==> config.mk <==
export PLATFORM = sky130hd
export DESIGN_NAME = ext_updn_counter
export DESIGN_NICKNAME = d
export VERILOG_FILES = /design/src/rtl/updn_ext_pkg.sv /design/src/rtl/updn_line_sync.sv /design/src/rtl/updn_count_core.sv /design/src/rtl/updn_wrap_flags.sv /design/src/rtl/ext_updn_counter.sv
export SDC_FILE = /design/constraint.sdc
export NUM_CORES = 1
export LEC_CHECK = 0
export ABC_AREA = 1
export CAP_MARGIN = 20
export CELL_PAD_IN_SITES_DETAIL_PLACEMENT = 0
export CELL_PAD_IN_SITES_GLOBAL_PLACEMENT = 1
export CORE_MARGIN = 1.5
export CORE_UTILIZATION = 35
export CTS_BUF_LIST = sky130_fd_sc_hd__clkbuf_8
export DETAILED_ROUTE_END_ITERATION = 10
export GPL_TIMING_DRIVEN = 0
export HOLD_SLACK_MARGIN = 0.03
export PLACE_DENSITY = 0.8
export SKIP_LAST_GASP = 1
export SLEW_MARGIN = 20
export SYNTH_ARGS = -nofsm -noshare
export SYNTH_HDL_FRONTEND = slang
export SYNTH_SLANG_ARGS = --single-unit
==> constraint.sdc <==
create_clock -name clk -period 2 [get_ports clk]
set_input_delay 0.2 -clock clk [delete_from_list [all_inputs] [get_ports clk]]
set_output_delay 0.2 -clock clk [all_outputs]
set_load 0.02 [all_outputs]
==> src/rtl/updn_ext_pkg.sv <==
package updn_ext_pkg;

    localparam int LINE_INC  = 0;
    localparam int LINE_DEC  = 1;
    localparam int NUM_LINES = 2;

    typedef struct packed {
        logic lvl;   // synchronized level of the pulse line
        logic rise;  // one-cycle strobe on a detected 0-to-1 return
    } line_t;

    typedef enum logic [1:0] {
        STEP_HOLD  = 2'd0,
        STEP_INC   = 2'd1,
        STEP_DEC   = 2'd2,
        STEP_CLEAR = 2'd3
    } step_e;

    // Chooses the count action for one cycle from the clear and both lines.
    function automatic step_e pick_step(input logic clear,
                                        input line_t up_line,
                                        input line_t dn_line);
        step_e s;
        s = STEP_HOLD;
        if (clear)
            s = STEP_CLEAR;
        else if (up_line.rise && dn_line.rise)
            s = STEP_HOLD;
        else if (up_line.rise && dn_line.lvl)
            s = STEP_INC;
        else if (dn_line.rise && up_line.lvl)
            s = STEP_DEC;
        return s;
    endfunction

endpackage

==> src/rtl/updn_line_sync.sv <==
module updn_line_sync
    import updn_ext_pkg::*;
#(
    parameter int STAGES = 2
) (
    input  logic  clk,
    input  logic  rst,
    input  logic  din,
    output line_t line
);

    localparam int LAST = STAGES - 1;

    logic [STAGES-1:0] sync_q;
    logic              prev_q;

    // Lines idle high, so reset fills the chain with ones and no edge appears.
    always_ff @(posedge clk) begin
        if (rst) begin
            sync_q <= '1;
            prev_q <= 1'b1;
        end else begin
            sync_q <= {sync_q[STAGES-2:0], din};
            prev_q <= sync_q[LAST];
        end
    end

    assign line.lvl  = sync_q[LAST];
    assign line.rise = sync_q[LAST] & ~prev_q;

endmodule

==> src/rtl/updn_count_core.sv <==
module updn_count_core
    import updn_ext_pkg::*;
#(
    parameter int WIDTH = 8
) (
    input  logic             clk,
    input  logic             rst,
    input  step_e            step,
    output logic [WIDTH-1:0] count_q
);

    localparam logic [WIDTH-1:0] ONE = WIDTH'(1);

    always_ff @(posedge clk) begin
        if (rst) begin
            count_q <= '0;
        end else begin
            case (step)
                STEP_CLEAR: count_q <= '0;
                STEP_INC:   count_q <= count_q + ONE;
                STEP_DEC:   count_q <= count_q - ONE;
                default:    count_q <= count_q;
            endcase
        end
    end

endmodule

==> src/rtl/updn_wrap_flags.sv <==
module updn_wrap_flags
    import updn_ext_pkg::*;
#(
    parameter int WIDTH = 8
) (
    input  logic             clr,
    input  line_t            up_line,
    input  line_t            dn_line,
    input  logic [WIDTH-1:0] count_q,
    output logic             carry_n,
    output logic             borrow_n
);

    localparam logic [WIDTH-1:0] CNT_TOP = '1;

    logic at_top;
    logic at_bottom;

    always_comb begin
        at_top    = (count_q == CNT_TOP);
        at_bottom = (count_q == '0);
        carry_n   = ~(~up_line.lvl & dn_line.lvl & at_top & ~clr);
        borrow_n  = ~(~dn_line.lvl & (clr | (up_line.lvl & at_bottom)));
    end

endmodule

==> src/rtl/ext_updn_counter.sv <==
module ext_updn_counter
    import updn_ext_pkg::*;
#(
    parameter int WIDTH       = 8,
    parameter int SYNC_STAGES = 2
) (
    input  logic             clk,
    input  logic             rst,
    input  logic             clr,
    input  logic             inc_pulse,
    input  logic             dec_pulse,
    output logic [WIDTH-1:0] count,
    output logic             carry_n,
    output logic             borrow_n
);

    logic [NUM_LINES-1:0] raw_lines;
    line_t                lines [NUM_LINES];
    step_e                step;
    logic [WIDTH-1:0]     count_q;

    // Separate bits for the bound checker.
    logic inc_lvl, inc_rise, dec_lvl, dec_rise;

    assign raw_lines[LINE_INC] = inc_pulse;
    assign raw_lines[LINE_DEC] = dec_pulse;

    generate
        for (genvar g = 0; g < NUM_LINES; g++) begin : g_line
            updn_line_sync #(.STAGES(SYNC_STAGES)) u_sync (
                .clk  (clk),
                .rst  (rst),
                .din  (raw_lines[g]),
                .line (lines[g])
            );
        end
    endgenerate

    assign inc_lvl  = lines[LINE_INC].lvl;
    assign inc_rise = lines[LINE_INC].rise;
    assign dec_lvl  = lines[LINE_DEC].lvl;
    assign dec_rise = lines[LINE_DEC].rise;

    assign step = pick_step(clr, lines[LINE_INC], lines[LINE_DEC]);

    updn_count_core #(.WIDTH(WIDTH)) u_core (
        .clk     (clk),
        .rst     (rst),
        .step    (step),
        .count_q (count_q)
    );

    updn_wrap_flags #(.WIDTH(WIDTH)) u_flags (
        .clr      (clr),
        .up_line  (lines[LINE_INC]),
        .dn_line  (lines[LINE_DEC]),
        .count_q  (count_q),
        .carry_n  (carry_n),
        .borrow_n (borrow_n)
    );

    assign count = count_q;

endmodule

# Yosys cells after proc, flatten, opt, wreduce, memory -nomap -nowiden
# Cells that the tools add are included.
# word_totals
input_bits	5
output_inout_bits	10
memories	0
rom_bits	0
ramBits	0
elab_cells	36
reg_bits	14
latch_bits	0
# classes
order_cmp	0
n_shift	0
div_mod_pow	0
mux	5
n_mul	0
addsub	2
bitwise	15
n_reduce_logical	5
n_eq_ne	4
# op_table
operator	count
one-hot mux 8 bit (3 select lines)	1
adder 8 x 1 -> 8 bit (second input constant)	1
== test 8 bit (second input constant)	1
logical NOT 8 bit	1
two-way mux 2 bit	4
subtractor 8 x 1 -> 8 bit (second input constant)	1
bitwise AND 1 bit	7
inverter 1 bit	7
== test 2 bit (second input constant)	2
logical AND 1 bit	3
nonzero test 3 bit	1
== test 2 x 1 -> 1 bit (second input constant)	1
bitwise OR 1 bit	1

# Longest topological paths before layout
# Gate-level depths: netlist of the first run.
# logic_depth
ltp_word	9
depth_mapped	11
depth_no_buf	11

# Hierarchy
# From an unflattened synthesis of the first run, not the netlist that was laid out.
# unflattened
hier_cells	160
area_unflattened_um2	1081.0
# by_module_without_submodules
module	area_each_um2	cells_each	instances	seq_area_each_um2
updn_count_core	769.5	111	1	160.2
updn_line_sync	100.1	12	2	60.1
updn_wrap_flags	82.6	18	1	0.0
ext_updn_counter	28.8	7	1	0.0

# Worst setup path before layout of the first run
# OpenSTA, ideal clock, no wires.
# synth_path
path_kind	register to register
startpoint	register g_line[0].u_sync.sync_q[1]
endpoint	register u_core.count_q[7]
n_path_buf	0
setup_ps	130
required_ps	1870
path_stages_with_launch	10
period_less_slack_ps	1971
path_slack_ps	29
arrival_time_ps	1841
cell_sequence	dfxtp_1 -> nand2_1 -> o31ai_1 -> ha_1 -> ha_1 -> or2_4 -> nand3_1 -> nand3_1 -> nand3_1 -> a21oi_1
# synth_via
elab_chain_cells	7
word_cells_on_any_way	13
classes_between	eq/ne: 3; mux: 5; bitwise: 1; reduce/logical: 4
# synth_lines
item	line	text
start: declaration	updn_line_sync.sv:14	logic [STAGES-1:0] sync_q;
start signal: assignment	updn_line_sync.sv:23	sync_q <= {sync_q[STAGES-2:0], din};
bitwise AND 1 bit / logical AND 1 bit (equally long branches)	updn_line_sync.sv:29, updn_ext_pkg.sv:31	
logical AND 1 bit / two-way mux 2 bit (equally long branches)	updn_ext_pkg.sv:29, updn_ext_pkg.sv:31	
two-way mux 2 bit	updn_ext_pkg.sv:29	else if (up_line.rise && dn_line.lvl)
two-way mux 2 bit *	updn_ext_pkg.sv:27	else if (up_line.rise && dn_line.rise)
two-way mux 2 bit *	updn_ext_pkg.sv:25	if (clear)
== test 2 bit / == test 2 x 1 -> 1 bit (equally long branches)	updn_count_core.sv:18	case (step)
one-hot mux 8 bit (3 select lines) / nonzero test 3 bit (equally long branches)	-	
end signal: assignment	updn_count_core.sv:20	STEP_INC: count_q <= count_q + ONE;
end signal: assignment	updn_count_core.sv:21	STEP_DEC: count_q <= count_q - ONE;
end signal: assignment	updn_count_core.sv:22	default: count_q <= count_q;
end: declaration	updn_count_core.sv:9	output logic [WIDTH-1:0] count_q
# Every way passes the cells marked *; elsewhere a longest branch is shown, timed or not.
# A chain may end at the register's enable or synchronous reset.

# Final worst setup path of the first run
# layout_path
startpoint	register g_line[0].u_sync.sync_q[1]
endpoint	register u_core.count_q[5]
# The elaborated chain is that of the path after synthesis.

==> impl_metrics.json, run 1 <==
{
  "failed_checks": "setup timing",
  "holdBufCountCts": 0,
  "cell_breakdown_of_the_critical_path": "nand2_2 > o31ai_4 > ha_4 > ha_4 > or2_4 > nand3b_1 > nand2_1 > nand2_1 > nand3_1 > a21oi_1",
  "static-leakage-power_uw": 0.000548,
  "timing.rr.start": "g_line[0].u_sync.sync_q[1]",
  "synth.lib_cells_used.distinct": 25,
  "cts-htree-levels": 1,
  "placed_cells_incl_taps": 171,
  "timing.reg2reg.worst_path_depth": 10,
  "route.antenna.remaining_nets": 0,
  "clkTransAtPathRegs_ns": 0.06,
  "insertedDiodeCount": 0,
  "die_width_um": 54.3,
  "worst_slew_margin_rel_pct": 70.4,
  "ctsLongestPathBuffers": 2,
  "root_buffer_selected_by_cts": "sky130_fd_sc_hd__clkbuf_8",
  "crit_path_capture": "u_core.count_q[5]",
  "critical_path.startpoint_type": "flip-flop",
  "mappedNetlistArea_um2": 920,
  "finalWeightedCongestion": 0.770,
  "layout-drive-gt1-share_pct": 25.7,
  "grt_antenna_before_repair": 0,
  "postSynthCellCount": 127,
  "period_minus_slack_ns": 2.02,
  "grt_remaining_overflow": 0,
  "top_level_ports": 15,
  "worst-r2r-setup-slack_ns": -0.02,
  "min_path_type": "reg2reg",
  "hold_violations": 0,
  "worst_slack_ns": -0.0161,
  "max-cap-violations": 0,
  "critical_path.startpoint": "g_line[0].u_sync.sync_q[1]",
  "rsz0062_at_grt": "true",
  "rr_endpoint": "u_core.count_q[5]",
  "skew_ns": 0.00359,
  "timing.final.max_slew_violations": 0,
  "dp.final_hpwl_um": 1470,
  "drtPass1Iterations": 4,
  "max_freq_mhz": 496,
  "drtIter0Drc": 9,
  "growth_of_design_area_from_synthesis_to_finish_pct": 40.8,
  "hold_path.startpoint": "g_line[0].u_sync.sync_q[0]",
  "fin_nets": 163,
  "wl_per_cell_um": 11.6,
  "ys_warn_count": 0,
  "synth_sequential_area_ratio_pct": 30.5,
  "cp_data_required_time_ns": 2.17,
  "remaining_drc_errors": 0,
  "cpPeakStageDelay_ns": 0.37,
  "worstSetupEndpointType": "flip-flop",
  "post-synth-top-count-cell": "sky130_fd_sc_hd__nand2_1",
  "placement.setup.worst_slack_ns": -0.483,
  "netlist.area_leader.share_pct": 30.5,
  "synth-async-reset-ratio_pct": 0,
  "std_cell_rows": 18,
  "grt_start_max_net_pins": 11,
  "final_cell_count_no_fill": 178,
  "post-route-period-util_pct": 101,
  "synthTopCellsByCount": "30 x sky130_fd_sc_hd__nand2_1, 22 x sky130_fd_sc_hd__inv_1, 14 x sky130_fd_sc_hd__dfxtp_1",
  "worst_ep_arrival_time_ns": 2.19,
  "timing.critical_path.slowest_stage_cell": "sky130_fd_sc_hd__dfxtp_4",
  "postSynthNetCount": 141,
  "core_area_um2": 2480,
  "synthDominantAreaCellType": "sky130_fd_sc_hd__dfxtp_1",
  "outcome": "finished, violations left",
  "grt_util_all_layers_pct": 15.1,
  "pwr_density_cell_nw_per_um2": 639,
  "critPathMaxFanout": 8,
  "placement.io_buffers": 14,
  "worst_ir_drop_vdd_v": 0.000673,
  "ffs_latches_synth": 14,
  "synth_edf_count": 0,
  "clkSinkCount": 14,
  "grt_first_pass_wirelength_um": 3190,
  "vert_die_dim_um": 54.3,
  "die_ar_um2": 2940,
  "synth_flop_cell": "sky130_fd_sc_hd__dfxtp_1",
  "report.final.setup_viol": 1,
  "dr_total_vias": 856,
  "timing_worst_setup_path_type": "reg2reg",
  "vias_per_cell": 4.81,
  "numCtsBuffers": 3,
  "worst-slew-pin-transition_ns": 0.443,
  "tns_ns": -0.0161,
  "postSynthAreaPerCell_um2": 7.24,
  "worst_skew_pair.late_latency_ns": 0.24,
  "tritoncts": "built",
  "vias_in_the_first_global_route": 748,
  "ys_top_cells_by_area": "sky130_fd_sc_hd__dfxtp_1 30%, sky130_fd_sc_hd__nand2_1 12%, sky130_fd_sc_hd__ha_1 11%",
  "routed_wl_um": 2070,
  "floorplan.initialDensity_pct": 37.1
}
[state kept, by name (all words and copies together) (netlist names)]
signal,count
u_core.count_q,8
g_line.u_sync.prev_q,2
g_line.u_sync.sync_q,4
[placed cells by master (no fill, tap or decap), types with 5 or more instances in the layout]
| cell type | count |
|---|---|
| sky130_fd_sc_hd__ha_4 | 6 |
| sky130_fd_sc_hd__inv_1 | 19 |
| sky130_fd_sc_hd__a21oi_1 | 11 |
| sky130_fd_sc_hd__dfxtp_1 | 11 |
| sky130_fd_sc_hd__inv_2 | 5 |
| sky130_fd_sc_hd__clkdlybuf4s50_1 | 12 |
| sky130_fd_sc_hd__or2_2 | 5 |
| sky130_fd_sc_hd__nand3_1 | 9 |
| sky130_fd_sc_hd__nand2_1 | 27 |
[how the worst min path moves through the flow]
stage / slack [ns] / endpoint / cells after the start
floorplan: 0.30 / g_line[0].u_sync.sync_q[0] / 1
global placement: 0.39 / g_line[1].u_sync.sync_q[1] / 1
detailed placement: 0.39 / g_line[0].u_sync.sync_q[1] / 1
CTS: 0.41 / g_line[0].u_sync.sync_q[1] / 1
global route: 0.42 / g_line[1].u_sync.sync_q[1] / 1
finish: 0.41 / g_line[0].u_sync.sync_q[1] / 1
[power breakdown]
part           internal, uW  switching (uW)  total, uW
logic                   109             121        230
registers               296            21.8        318
clock network           174             106        280
total                   579             249        828
[layout make-up]
type / instances / area, um^2
fillers: 249 / 1180
multi-input cells: 87 / 647
flip-flops and latches: 14 / 287
repair buffers: 17 / 168
inverters: 24 / 90.1
clock buffers: 4 / 55.1
well taps: 30 / 37.5
plain buffers: 2 / 11.3
[timing repair]
action | 4_1_cts | 5_1_grt
setup endpoints to repair | 6 | 6
gates resized for setup | 6 | 17
pin swaps | 1 | 8
buffers inserted | 0 | 3
[routing by layer]
metal  track usage [%]  up-vias  routed length (um)
met1              20.6      389                 984
met3              5.19        0                  77
met5                 0        -                   0
met4              1.25        0                   0
li1                  -      455                   -
met2              24.1       12                1010
[critical path, delay by kind of cell, from the launching register on]
family | cells | cell delay (ns)
compound gates | 2 | 0.44
fa+ha+maj | 2 | 0.55
flops | 1 | 0.37
simple gates | 6 | 0.57
[cell families (layout without fill, tap and decap cells)]
family / count (synthesis) / after routing / share of synthesized area [%]
DFF: 14 / 14 / 30.5
buffers and inverters: 26 / 47 / 11.0
adders and majority gates: 9 / 9 / 13.1
and+or+nand+nor: 60 / 60 / 32.5
xor gates and xnor gates: 1 / 1 / 1.77
AOI/OAI and AO/OA: 17 / 17 / 11.2
[metrics by stage]
stage	hold WS, ns	instance area [um^2]	utilization [%]	total power [uW]
2_1_floorplan	0.304	920	-	456
3_5_place_dp	0.393	1100	44.3	519
5_1_grt	0.419	1290	52.3	868
3_3_place_gp	0.392	1100	44.3	515
4_1_cts	0.409	1190	47.9	809
6_report	0.408	1290	52.3	828
Power figures use the tool's default switching activity.
==> inputs of run 2 (changes only) <==
Settings changed: PLACE_DENSITY 0.8 to 0.75.
==> run 2 against run 1 <==
Net effect:
- the flow now finishes without violations
- highest routed layer is now met4
- via count shrank 1.8%
- critical path type unchanged
- critical path depth is the same
- sequential cell count is the same
- cell count shrank 1.1%
- largest power group unchanged
==> impl_metrics.json, run 2 (synthesis gave the netlist of run 1 again) <==
{
  "root_buffer_selected_by_cts": "sky130_fd_sc_hd__clkbuf_8",
  "dr_total_vias": 841,
  "largest_register_ff_count": 8,
  "route.antenna.remaining_nets": 0,
  "cp_buf_inv_count": 0,
  "core_area_um2": 2480,
  "numCtsBuffers": 3,
  "drtPass1Iterations": 4,
  "critPathMaxFanout": 8,
  "routed_wl_um": 2080,
  "worst-slew-pin-transition_ns": 0.426,
  "fin_nets": 162,
  "max_flop_register": "u_core.count_q",
  "total_power_uw": 774,
  "tns_ns": 0,
  "reg.largest.list": "u_core.count_q (8), g_line.u_sync.sync_q (4), g_line.u_sync.prev_q (2)",
  "grt_first_pass_wirelength_um": 3300,
  "grt_antenna_before_repair": 0,
  "vias_per_cell": 4.78,
  "die_ar_um2": 2940,
  "worstSetupEndpointType": "flip-flop",
  "skew_ns": 0.00186,
  "switchingPower_uw": 237,
  "global_route.usage.met3_pct": 3.01,
  "critical_path.startpoint_type": "flip-flop",
  "max-cap-violations": 0,
  "min_path_type": "reg2reg",
  "growth_of_design_area_from_synthesis_to_finish_pct": 39.9,
  "period_minus_slack_ns": 1.94,
  "outcome": "completed",
  "tritoncts": "built",
  "vias_in_the_first_global_route": 745,
  "hold_violations": 0,
  "top_level_ports": 15,
  "remaining_drc_errors": 0,
  "grt_start_max_net_pins": 11,
  "power.clock.fraction_pct": 29.2,
  "max_freq_mhz": 516,
  "cell_breakdown_of_the_critical_path": "nand2_2 > o31ai_4 > ha_4 > ha_4 > or2_4 > nand3b_1 > nand2_1 > nand2_1 > nand3_1 > a21oi_1",
  "static-leakage-power_uw": 0.000541,
  "worst_ep_arrival_time_ns": 2.11,
  "die_width_um": 54.3,
  "fillerInstances": 246,
  "timing_worst_setup_path_type": "reg2reg",
  "grt.met1_usage_pct": 21.8,
  "cpPeakStageDelay_ns": 0.36,
  "combPwrFrac_pct": 29.7,
  "std_cell_rows": 18,
  "rsz0062_at_grt": "true",
  "drtIter0Drc": 6,
  "insertedDiodeCount": 0,
  "pwr_density_cell_nw_per_um2": 602,
  "cts-htree-levels": 1,
  "power_report.internal_total_uw": 537,
  "use_met2_pct": 23.3,
  "grt_remaining_overflow": 0,
  "timing.final.max_slew_violations": 0,
  "pwr-share-seq_pct": 41.1,
  "floorplan.initialDensity_pct": 37.1,
  "clkSinkCount": 14,
  "cp_data_required_time_ns": 2.17,
  "ctsLongestPathBuffers": 2,
  "grt_util_all_layers_pct": 15.7,
  "vert_die_dim_um": 54.3,
  "layout_common_cells": "26 x sky130_fd_sc_hd__nand2_1, 22 x sky130_fd_sc_hd__inv_1, 12 x sky130_fd_sc_hd__dfxtp_1",
  "grt-busiest-layer": "met2",
  "holdBufCountCts": 0,
  "worst_ir_drop_vdd_v": 0.000443,
  "placement.io_buffers": 14,
  "finalWeightedCongestion": 0.731,
  "post-route-period-util_pct": 96.9,
  "timing.critical_path.slowest_stage_cell": "sky130_fd_sc_hd__dfxtp_2",
  "dp.final_hpwl_um": 1500,
  "clkTransAtPathRegs_ns": 0.06,
  "worst_skew_pair.late_latency_ns": 0.24,
  "report.final.setup_viol": 0,
  "layout-drive-gt1-share_pct": 24.0,
  "power.share.switching_pct": 30.6,
  "layout.cells.most_common": "sky130_fd_sc_hd__nand2_1",
  "wl_per_cell_um": 11.8,
  "worst_slew_margin_rel_pct": 71.6,
  "family_with_the_most_delay_on_the_worst_path": "simple AND/OR/NAND/NOR gates"
}
[run 2: power groups by stage]
| stage | clock [uW] | combinational [uW] | sequential, uW |
|---|---|---|---|
| after floorplan | 0 | 124 | 332 |
| after global placement | 0 | 196 | 320 |
| after detailed placement | 0 | 199 | 320 |
| after CTS | 233 | 214 | 316 |
| after global routing | 244 | 261 | 321 |
| final | 226 | 230 | 318 |
[run 2: routing by layer]
metal | wire, um | share of wire [%]
met3 | 93 | 4.5
met4 | 45 | 2.2
met2 | 895 | 43
met1 | 1040 | 50
met5 | 0 | 0
[run 2: stage by stage]
| stage | worst slack (ns) | cell area (um^2) | util, % | instances | hold WS [ns] |
|---|---|---|---|---|---|
| after CTS | 0.0190 | 1190 | 48.2 | 175 | 0.415 |
| after global routing | -0.0602 | 1290 | 51.9 | 176 | 0.428 |
| final | 0.0626 | 1290 | 51.9 | 176 | 0.412 |
| after floorplan | 0.0291 | 920 | - | 127 | 0.304 |
| after global placement | -0.473 | 1100 | 44.3 | 171 | 0.393 |
| after detailed placement | -0.520 | 1100 | 44.3 | 171 | 0.403 |
[run 2: what timing repair did]
item / 4_1_cts / 5_1_grt
endpoints found under the hold margin: 0 / 0
endpoints found under the setup margin: 6 / 6
gates resized for setup: 7 / 16
pin swaps: 1 / 3
buffers inserted: 1 / 1
[run 2: path summary, 6_finish.rpt]
kind / start / to / slack, ns / cells past startpoint
worst min register to register: g_line[0].u_sync.sync_q[0] / g_line[0].u_sync.sync_q[1] / 0.41 / 1
worst max-delay path: g_line[1].u_sync.sync_q[1] / u_core.count_q[5] / 0.06 / 10
worst max register to register: g_line[1].u_sync.sync_q[1] / u_core.count_q[5] / 0.06 / 10
worst min-delay path: g_line[0].u_sync.sync_q[0] / g_line[0].u_sync.sync_q[1] / 0.41 / 1
[run 2: final cells by class]
cell class	count	area, um^2	share of cell area [%]
timing repair buffer	16	163	12.6
tap	30	37.5	2.92
sequential	14	285	22.2
buffer	2	11.3	0.875
inverter	24	90.1	7.00
multi-input combinational	87	658	51.2
clock buffer	3	41.3	3.21
[run 2: worst register-to-register path: stages, from the launching register on]
cell and delay (ns):
sky130_fd_sc_hd__dfxtp_2 0.36, sky130_fd_sc_hd__nand2_2 0.08, sky130_fd_sc_hd__o31ai_4 0.27, sky130_fd_sc_hd__ha_4 0.30, sky130_fd_sc_hd__ha_4 0.24, sky130_fd_sc_hd__or2_4 0.24
sky130_fd_sc_hd__nand3b_1 0.11, sky130_fd_sc_hd__nand2_1 0.06, sky130_fd_sc_hd__nand2_1 0.05, sky130_fd_sc_hd__nand3_1 0.06, sky130_fd_sc_hd__a21oi_1 0.11
